$ cat config.mk
export PLATFORM = sky130hd
export DESIGN_NAME = nbr_refresh_top
export DESIGN_NICKNAME = d
export VERILOG_FILES = /design/src/rtl/nbr_refresh_pkg.sv /design/src/rtl/nbr_lfsr.sv /design/src/rtl/nbr_pick.sv /design/src/rtl/nbr_slot.sv /design/src/rtl/nbr_refresh_top.sv
export SDC_FILE = /design/constraint.sdc
export NUM_CORES = 1
export LEC_CHECK = 0
export ABC_CLOCK_PERIOD_IN_PS = 5000
export CAP_MARGIN = 20
export CORE_MARGIN = 2
export CORE_UTILIZATION = 55
export CTS_CLUSTER_SIZE = 16
export DETAILED_ROUTE_END_ITERATION = 12
export PLACE_DENSITY = 0.9
export SLEW_MARGIN = 5
export SYNTH_ARGS = -nofsm -noshare
export SYNTH_HDL_FRONTEND = slang
export SYNTH_SLANG_ARGS = --single-unit
$ cat constraint.sdc
create_clock -name clk -period 5 [get_ports clk]
set_input_delay 1 -clock clk [delete_from_list [all_inputs] [get_ports clk]]
set_output_delay 1 -clock clk [all_outputs]
set_load 0.05 [all_outputs]
$ cat src/rtl/nbr_refresh_pkg.sv
package nbr_refresh_pkg;

    localparam int LFSR_W = 16;

    typedef logic [LFSR_W-1:0] lfsr_t;

    typedef enum logic {
        DIR_DOWN = 1'b0,
        DIR_UP   = 1'b1
    } nbr_dir_e;

    // x^16 + x^14 + x^13 + x^11 + 1, left-shifting Fibonacci form
    function automatic lfsr_t lfsr_step(input lfsr_t s);
        return {s[LFSR_W-2:0], s[15] ^ s[13] ^ s[12] ^ s[10]};
    endfunction

endpackage

$ cat src/rtl/nbr_lfsr.sv
module nbr_lfsr
    import nbr_refresh_pkg::*;
#(
    parameter lfsr_t SEED = 16'hACE1
) (
    input  logic  clk,
    input  logic  rst_n,
    input  logic  adv,
    output lfsr_t cur,
    output lfsr_t nxt
);
    localparam lfsr_t SEED_SAFE = (SEED == '0) ? lfsr_t'(1) : SEED;

    typedef struct packed {
        lfsr_t state;
    } lfsr_st_t;

    lfsr_st_t st_d, st_q;

    always_comb begin
        st_d = st_q;
        nxt  = lfsr_step(st_q.state);
        if (adv) begin
            st_d.state = nxt;
        end
        cur = st_q.state;
    end

    always_ff @(posedge clk or negedge rst_n) begin
        if (!rst_n) begin
            st_q.state <= SEED_SAFE;
        end else begin
            st_q <= st_d;
        end
    end

    a_r1_never_zero: assert property (@(posedge clk) disable iff (!rst_n)
        st_q.state != '0);

    a_r2_hold_when_idle: assert property (@(posedge clk) disable iff (!rst_n)
        !adv |=> $stable(st_q.state));

    a_r2_step_on_close: assert property (@(posedge clk) disable iff (!rst_n)
        adv |=> st_q.state == lfsr_step($past(st_q.state)));

endmodule

$ cat src/rtl/nbr_pick.sv
module nbr_pick
    import nbr_refresh_pkg::*;
#(
    parameter int ROW_W    = 16,
    parameter int NUM_ROWS = 1 << ROW_W
) (
    input  logic [ROW_W-1:0] row_in,
    input  nbr_dir_e         dir,
    output logic [ROW_W-1:0] row_out
);
    localparam logic [ROW_W-1:0] LAST = ROW_W'(NUM_ROWS - 1);
    localparam logic [ROW_W-1:0] ONE  = ROW_W'(1);

    logic at_low, at_high;

    always_comb begin
        at_low  = (row_in == '0);
        at_high = (row_in == LAST);
        if (at_low) begin
            row_out = ONE;
        end else if (at_high) begin
            row_out = LAST - ONE;
        end else if (dir == DIR_UP) begin
            row_out = row_in + ONE;
        end else begin
            row_out = row_in - ONE;
        end
    end

endmodule

$ cat src/rtl/nbr_slot.sv
module nbr_slot #(
    parameter int BANK_W = 3,
    parameter int ROW_W  = 16,
    parameter int CNT_W  = 16
) (
    input  logic              clk,
    input  logic              rst_n,
    input  logic              load,
    input  logic [BANK_W-1:0] load_bank,
    input  logic [ROW_W-1:0]  load_row,
    input  logic              ready,
    output logic              valid,
    output logic [BANK_W-1:0] bank,
    output logic [ROW_W-1:0]  row,
    output logic [CNT_W-1:0]  drops
);
    localparam logic [CNT_W-1:0] CNT_MAX = '1;

    typedef struct packed {
        logic              vld;
        logic [BANK_W-1:0] bank;
        logic [ROW_W-1:0]  row;
        logic [CNT_W-1:0]  drops;
    } slot_st_t;

    slot_st_t st_d, st_q;
    logic     leaving;

    always_comb begin
        st_d    = st_q;
        leaving = st_q.vld && ready;
        if (leaving) begin
            st_d.vld = 1'b0;
        end
        if (load) begin
            if (!st_q.vld || leaving) begin
                st_d.vld  = 1'b1;
                st_d.bank = load_bank;
                st_d.row  = load_row;
            end else if (st_q.drops != CNT_MAX) begin
                st_d.drops = st_q.drops + 1'b1;
            end
        end
    end

    always_ff @(posedge clk or negedge rst_n) begin
        if (!rst_n) begin
            st_q <= '0;
        end else begin
            st_q <= st_d;
        end
    end

    assign valid = st_q.vld;
    assign bank  = st_q.bank;
    assign row   = st_q.row;
    assign drops = st_q.drops;

    a_r7_hold_until_ready: assert property (@(posedge clk) disable iff (!rst_n)
        (valid && !ready) |=> (valid && $stable(bank) && $stable(row)));

    a_r8_drop_counts: assert property (@(posedge clk) disable iff (!rst_n)
        (load && valid && !ready && drops != CNT_MAX) |=> drops == $past(drops) + 1'b1);

    a_r9_no_load_no_count: assert property (@(posedge clk) disable iff (!rst_n)
        !load |=> $stable(drops));

    a_r4_load_sets_valid: assert property (@(posedge clk) disable iff (!rst_n)
        (load && (!valid || ready)) |=> valid);

endmodule

$ cat src/rtl/nbr_refresh_top.sv
module nbr_refresh_top
    import nbr_refresh_pkg::*;
#(
    parameter int    BANK_W   = 3,
    parameter int    ROW_W    = 16,
    parameter int    NUM_ROWS = 1 << ROW_W,
    parameter int    CNT_W    = 16,
    parameter lfsr_t SEED     = 16'hACE1
) (
    input  logic              clk,
    input  logic              rst_n,
    input  logic [15:0]       cfg_thresh,
    input  logic              close_valid,
    input  logic [BANK_W-1:0] close_bank,
    input  logic [ROW_W-1:0]  close_row,
    output logic              req_valid,
    input  logic              req_ready,
    output logic [BANK_W-1:0] req_bank,
    output logic [ROW_W-1:0]  req_row,
    output logic [CNT_W-1:0]  drop_count
);
    localparam logic [ROW_W-1:0] LAST = ROW_W'(NUM_ROWS - 1);

    lfsr_t            rnd_cur, rnd_nxt;
    logic             hit;
    nbr_dir_e         dir;
    logic [ROW_W-1:0] target;

    nbr_lfsr #(.SEED(SEED)) u_lfsr (
        .clk   (clk),
        .rst_n (rst_n),
        .adv   (close_valid),
        .cur   (rnd_cur),
        .nxt   (rnd_nxt)
    );

    always_comb begin
        hit = close_valid && (rnd_nxt < cfg_thresh);
        dir = rnd_cur[LFSR_W-1] ? DIR_UP : DIR_DOWN;
    end

    nbr_pick #(.ROW_W(ROW_W), .NUM_ROWS(NUM_ROWS)) u_pick (
        .row_in  (close_row),
        .dir     (dir),
        .row_out (target)
    );

    nbr_slot #(.BANK_W(BANK_W), .ROW_W(ROW_W), .CNT_W(CNT_W)) u_slot (
        .clk       (clk),
        .rst_n     (rst_n),
        .load      (hit),
        .load_bank (close_bank),
        .load_row  (target),
        .ready     (req_ready),
        .valid     (req_valid),
        .bank      (req_bank),
        .row       (req_row),
        .drops     (drop_count)
    );

    a_r3_zero_threshold_silent: assert property (@(posedge clk) disable iff (!rst_n)
        (cfg_thresh == '0 && (!req_valid || req_ready)) |=> !req_valid);

    a_r6_low_edge: assert property (@(posedge clk) disable iff (!rst_n)
        (hit && close_row == '0 && (!req_valid || req_ready)) |=> req_row == ROW_W'(1));

    a_r6_high_edge: assert property (@(posedge clk) disable iff (!rst_n)
        (hit && close_row == LAST && (!req_valid || req_ready)) |=> req_row == LAST - 1'b1);

    a_r4_bank_follows: assert property (@(posedge clk) disable iff (!rst_n)
        (hit && (!req_valid || req_ready)) |=> req_bank == $past(close_bank));

endmodule

==> results.md, run 1 <==
- Final period demand of the worst path: 3.85 ns
- N_diodes: 0
- Final Hold Vio Count: 0
- Antenna Nets Post-Route: 0
- Die width: just over 80 um
- XOR/XNOR Fraction of Synth Area: 7.82%
- Synth Register Bits: 52
- Hold Path Depth: 1
- NumNets Final: 482
- Status: finished, final reports clean
- GRT overflow: 0
- Setup Buffers After CTS: 0
- CTS root buf: clkbuf_8
- Commonest non-fill, non-tap cell in the layout: clkdlybuf4s50_1
- Crit path required time: between 5 and 6 ns
- Tcrit/Tclk final: 76.9%
- Largest net degree at the start of global routing: 53
- Vias in the first global route: ~2800
- CP Data Arrival Time: a little over 4 ns
- Core area: roughly 6000 um2
- Most frequent cells in the layout: 73 x clkdlybuf4s50_1, 44 x dfrtp_1, 30 x ha_1, 28 x nand2_1, 21 x a21oi_1
- Height of the die: between 80 and 90 um
- Cts bufs inserted: 5
- R2R Setup Slk: 1.79 ns
- Crit-path max FO: 31
- Switch share: a little over two fifths
- Largest family of logic cells by synthesized area: simple AND/OR/NAND/NOR gates
- Average wire per standard cell: ~16 um
- Synth Area in Adders: about an eighth
- Area share of and/or/nand/nor cells after synthesis: between 10% and 20%
- Non-Filler Instances: between 400 and 500
- Synth Instances: around 340
- RSZ-0062 raised after global routing: no
- Hold EP: u_slot.drops[6]
- Max Cap Viol: 0
- Slew @ Worst Pin: a little over 1 ns
- Post-synthesis compound-gate area fraction: between 10 and 15%
- Mean Syn Cell Area: around 10 um2
- Share of cells above drive strength 1: about a tenth
- Crit. End Element: flop
- Max Buffers Root-to-Sink: 2
- Total GRT Usage: about a quarter
- DR pass1 iterations: 5
- Cell leakage power: 1.97 nW
- 1st-iter DRT viols: 111
- Area grow syn2layout: 29.2%
- Post-CTS sizing: 0
- Seq/Total Area, Yosys: approximately two fifths
- Post-Route WL: roughly 7700 um
- Yosys cell types: 48
- Reported net switching power: approximately 1.1 mW
- # port buffers: 74
- Netlist Area Pre-Place: between 3000 and 4000 um2
- FMAX: roughly 0.26 GHz
- CTS Sinks: 52
- Rel. slew slack: 31.8%
- R2R Path End: u_slot.row[13]
- Syn Nets: 407
- Number of synthesized flops with an enable pin: 0
- Pwr Total: between 2 and 3 mW
- Slew Limit Fails: 0
- Sequential share of power: 28.8%
- Initial core utilization: 56.8%
- Worst Hold Class: flop to flop
- I/O pin count: between 70 and 80
- Global-route wire length before repair: 12400 um
- Internal power: between 1 and 1.5 mW
- H-tree depth: 2
- Standard-cell row count: 28
- Worst R2R Start: u_lfsr.cur[15]
- Hold wc startpoint: u_slot.drops[6]
- Final Skew: between 0.006 and 0.007 ns
- Via count: 2835
- Dpl hpwl: about 5700 um
- Worst-path clk slew: around 0.090 ns
- Ys Warns: 0
- Critical path launch point type: input port
- Later-pin clock latency in the skew report: about 0.3 ns
- PD cells: approximately 600 nW/um2
- CTS tree: yes
- Post-Place Cells: 479
- Mux share of post-synthesis cell area: ~7.2%
- Final setup fails: 0
- Total Neg Setup Slack: 0 ns
- Residual DRC: 0
- Global placement routability congestion: 0.917
- FF-to-FF path depth: 8
- Clk network pwr share: 14.9%
- Initial antenna violation count: 0
- Peak VDD IR: roughly 0.29 mV
- Via density: slightly below 6
- Synth Flop Type: dfrtp_1
- WS Path Type: input port to flop
- Die footprint: roughly 6800 um2
- Cts hold-fix bufs: 0
- Combinational group share of total power: 56.3%
- Post-synth ARST share: 100%
-- per-stage QoR --
stage               instance area [um2]  utilization (%)  hold WS, ns  worst slack (ns)
floorplan                          3360                -        0.474              1.94
detailed placement                 4160             70.3        0.476             0.876
finish                             4340             73.4        0.495              1.15
CTS                                4320             73.0        0.493              1.18
global placement                   4160             70.3        0.460              1.00
global route                       4340             73.4        0.508             0.994
-- routing by layer --
metal / vias up / part of all wire, % / track usage, %
met4: 0 / 2.1 / 9.50
met5: - / 0 / 0
met3: 16 / 4.2 / 3.37
met1: 1342 / 43 / 28.9
met2: 89 / 50 / 41.7
li1: 1388 / - / -
-- sequential cells by signal (all words and copies together) (netlist names) --
register and count:
u_slot.bank 3, u_lfsr.cur 16, u_slot.drops 16, u_slot.valid 1, u_slot.row 16
-- how the worst max path moves through the flow --
stage | from | endpoint | depth (start not counted)
after floorplan | cfg_thresh[11] | u_slot.bank[0] | 9
after global placement | cfg_thresh[11] | u_slot.bank[0] | 8
after detailed placement | cfg_thresh[11] | u_slot.bank[0] | 8
after CTS | cfg_thresh[11] | u_slot.bank[0] | 8
after global routing | cfg_thresh[11] | u_slot.row[11] | 9
final | cfg_thresh[11] | u_slot.bank[0] | 8
-- power groups by stage --
stage          registers, mW  logic (mW)  clock network [mW]
2_1_floorplan           1.06       0.722                   0
3_3_place_gp           0.746        1.40                   0
3_5_place_dp           0.751        1.45                   0
4_1_cts                0.746        1.46               0.393
5_1_grt                0.768        1.59               0.407
6_report               0.747        1.46               0.387
-- cells by family (layout without fill, tap and decap cells) --
group           after synthesis  after routing
fa+ha+maj                    31             31
buf+inv                      29            105
flops                        52             52
xor+xnor                     30             30
simple gates                102            102
mux                          22             22
compound gates               71             71
-- layout make-up --
type,instances,area (um2)
flip-flops and latches,52,1310
multi-input cells,256,1930
fillers,413,1580
clock inverters,3,90.1
repair buffers,78,778
well taps,75,93.8
clock buffers,5,68.8
inverters,19,71.3
-- worst max-delay path, stage by stage --
cell	delay (ns)
clkdlybuf4s50_1	0.47
inv_1	0.04
ha_1	0.32
a21oi_1	0.17
o21ai_1	0.11
a221oi_2	0.47
or4b_1	0.95
mux2_1	0.49
-- cells in the mapped netlist (3+ instances only) --
library cell | instances | area [um2]
dfrtp_1 | 44 | 1100
ha_1 | 30 | 375
nand2_1 | 28 | 105
a21oi_1 | 21 | 105
inv_1 | 19 | 71.3
xor2_1 | 19 | 166
mux2_2 | 17 | 191
nor2_1 | 15 | 56.3
o21ai_0 | 12 | 60.1
xnor2_1 | 11 | 96.3
nand4_1 | 10 | 62.6
dfstp_2 | 8 | 210
o31ai_1 | 8 | 60.1
a21o_1 | 7 | 52.6
and4_1 | 7 | 61.3
nand3_1 | 7 | 35.0
nor3b_1 | 7 | 52.6
nor3_1 | 6 | 30.0
nor4_1 | 6 | 37.5
and3_1 | 5 | 31.3
a22o_1 | 4 | 35.0
clkbuf_1 | 4 | 15.0
mux2i_1 | 4 | 40.0
buf_2 | 3 | 15.0
o21a_1 | 3 | 22.5
or3_1 | 3 | 18.8
(Power assumes the default switching activity.)
==> inputs of run 2 (changes only) <==
ABC_CLOCK_PERIOD_IN_PS = 3400   (was 5000)
CORE_UTILIZATION = 46   (was 55)
PLACE_DENSITY = 0.81   (was 0.9)
clock period = 3.4 ns   (was 5 ns; I/O delays follow)
==> run 2 against run 1 <==
Via count down 3.3%; worst setup slack worse by 0.78 ns; sequential power up 49%; final area up 0.58%; largest power group unchanged; clock skew up 0.0028 ns; highest routed layer unchanged.
==> results.md, run 2 (synthesis results as in run 1) <==
- Status: finished, final reports clean
- FMAX: 0.330 GHz
- CTS Sinks: 52
- Antenna Nets Post-Route: 0
- Final Skew: about 0.0093 ns
- Worst-path clk slew: approximately 0.09 ns
- Metal2 WL: approximately 3600 um
- PnR worst setup slack: 0.371 ns
- Pwr Total: roughly 3.7 mW
- Die width: around 89 um
- Cts hold-fix bufs: 0
- Max Buffers Root-to-Sink: 2
- NumNets Final: just under 500
- FF-to-FF path depth: 8
- Crit path required time: between 3 and 4 ns
- Rel. slew slack: about 65%
- Most frequent cells in the layout: 73 x clkdlybuf4s50_1, 44 x dfrtp_1, 30 x ha_1, 28 x nand2_1, 21 x a21oi_1
- Final period demand of the worst path: 3.03 ns
- WS Path Type: flop to flop
- H-tree depth: 2
- Crit-path max FO: 16
- Cell leakage power: ~2.0 nW
- Slew Limit Fails: 0
- Height of the die: 89.5 um
- Total Neg Setup Slack: 0 ns
- GRT overflow: 0
- Largest net degree at the start of global routing: 53
- Die footprint: roughly 8000 um2
- Met1 wire length: about 3500 um
- CTS root buf: clkbuf_8
- Dpl hpwl: around 5700 um
- Global placement routability congestion: 0.926
- Finished Core Util: roughly three fifths
- Final hold slack: approximately 0.26 ns
- Critical path launch point type: flop
- Vias in the first global route: ~2600
- Cts bufs inserted: 5
- CTS tree: yes
- Commonest non-fill, non-tap cell in the layout: clkdlybuf4s50_1
- Fill count: 594
- Residual DRC: 0
- Final setup fails: 0
- Average wire per standard cell: between 10 and 15 um
- Via count: between 2000 and 3000
- Area grow syn2layout: 30.0%
- Via density: between 5 and 6
- Post-CTS sizing: 0
- PD cells: roughly 850 nW/um2
- Total GRT Usage: between 10% and 20%
- Tcrit/Tclk final: a little under 90%
- Worst-path cell chain: inv_1, ha_1, a2111oi_0, o21ai_0, a31oi_1, and3_1, o31ai_1, a22o_1
- R2R Setup Slk: 0.37 ns
- CP Data Arrival Time: between 3 and 4 ns
- Initial core utilization: between 40% and 50%
- Final Hold Vio Count: 0
- Slew @ Worst Pin: 0.530 ns
- Peak VDD IR: 0.348 mV
- 1st-iter DRT viols: slightly below 90
- Critical path's slowest cell: dfstp_2
- Max Cap Viol: 0
- Initial antenna violation count: 0
- Pre-CTS WS: between 0.1 and 0.15 ns
- # port buffers: 74
- Met3 WL post-DR: between 200 and 300 um
- Uppermost routed layer: met4
- Global-route wire length before repair: about 12000 um
- Core area: around 7000 um2
- Worst Hold Class: input port to asynchronous set/reset pin
- RSZ-0062 raised after global routing: no
- Setup Buffers After CTS: 0
- DR pass1 iterations: 4
- Post-Route WL: between 7000 and 8000 um
- Standard-cell row count: 31
- Share of cells above drive strength 1: a little over a tenth
- Crit. End Element: flop
- N_diodes: 0
- Crit-path max cell delay: around 0.58 ns
- I/O pin count: between 70 and 80
- Later-pin clock latency in the skew report: roughly 0.30 ns
[run 2: changes by cell type in the layout (fill, tap and decap cells not counted)]
cell / delta
buf_12: +1
bufinv_16: -2
clkbuf_8: +2
buf_4: +1
[run 2: layer usage]
metal	vias up	global-route usage, %
li1	1391	-
met4	0	4.88
met5	-	0
met2	58	32.1
met1	1285	24.4
met3	7	3.14
[run 2: worst paths after layout]
check	startpoint	end
setup / recovery	u_lfsr.cur[15]	u_slot.row[13]
hold / removal	rst_n	u_lfsr.cur[4]
setup reg to reg	u_lfsr.cur[15]	u_slot.row[13]
hold reg to reg	u_slot.drops[8]	u_slot.drops[8]
max in group asynchronous	rst_n	u_lfsr.cur[15]
min in group clk	u_slot.drops[8]	u_slot.drops[8]
[run 2: area by class of cell]
| type | instances | area [um2] | share of cell area [%] |
|---|---|---|---|
| multi-input combinational | 256 | 1930 | 44.2 |
| clock inverter | 1 | 30.0 | 0.687 |
| timing repair buffer | 80 | 806 | 18.4 |
| inverter | 19 | 71.3 | 1.63 |
| tap | 99 | 124 | 2.84 |
| sequential | 52 | 1310 | 30.0 |
| clock buffer | 7 | 96.3 | 2.21 |
[run 2: critical path: cells and delay by family (launching register included)]
family	cells	cell delay (ns)
flops	1	0.58
simple gates	1	0.23
fa+ha+maj	1	0.47
compound gates	5	1.39
buf+inv	1	0.26
[run 2: power by group]
part | switching, mW | internal, mW | total [mW]
Combinational | 1.25 | 0.895 | 2.15
Sequential | 0.207 | 0.899 | 1.11
Clock | 0.193 | 0.260 | 0.452
[run 2: stage by stage]
step	instances	area, um2
final	514	4370
after global routing	514	4370
after CTS	513	4350
after detailed placement	505	4220
after global placement	505	4220
after floorplan	337	3360
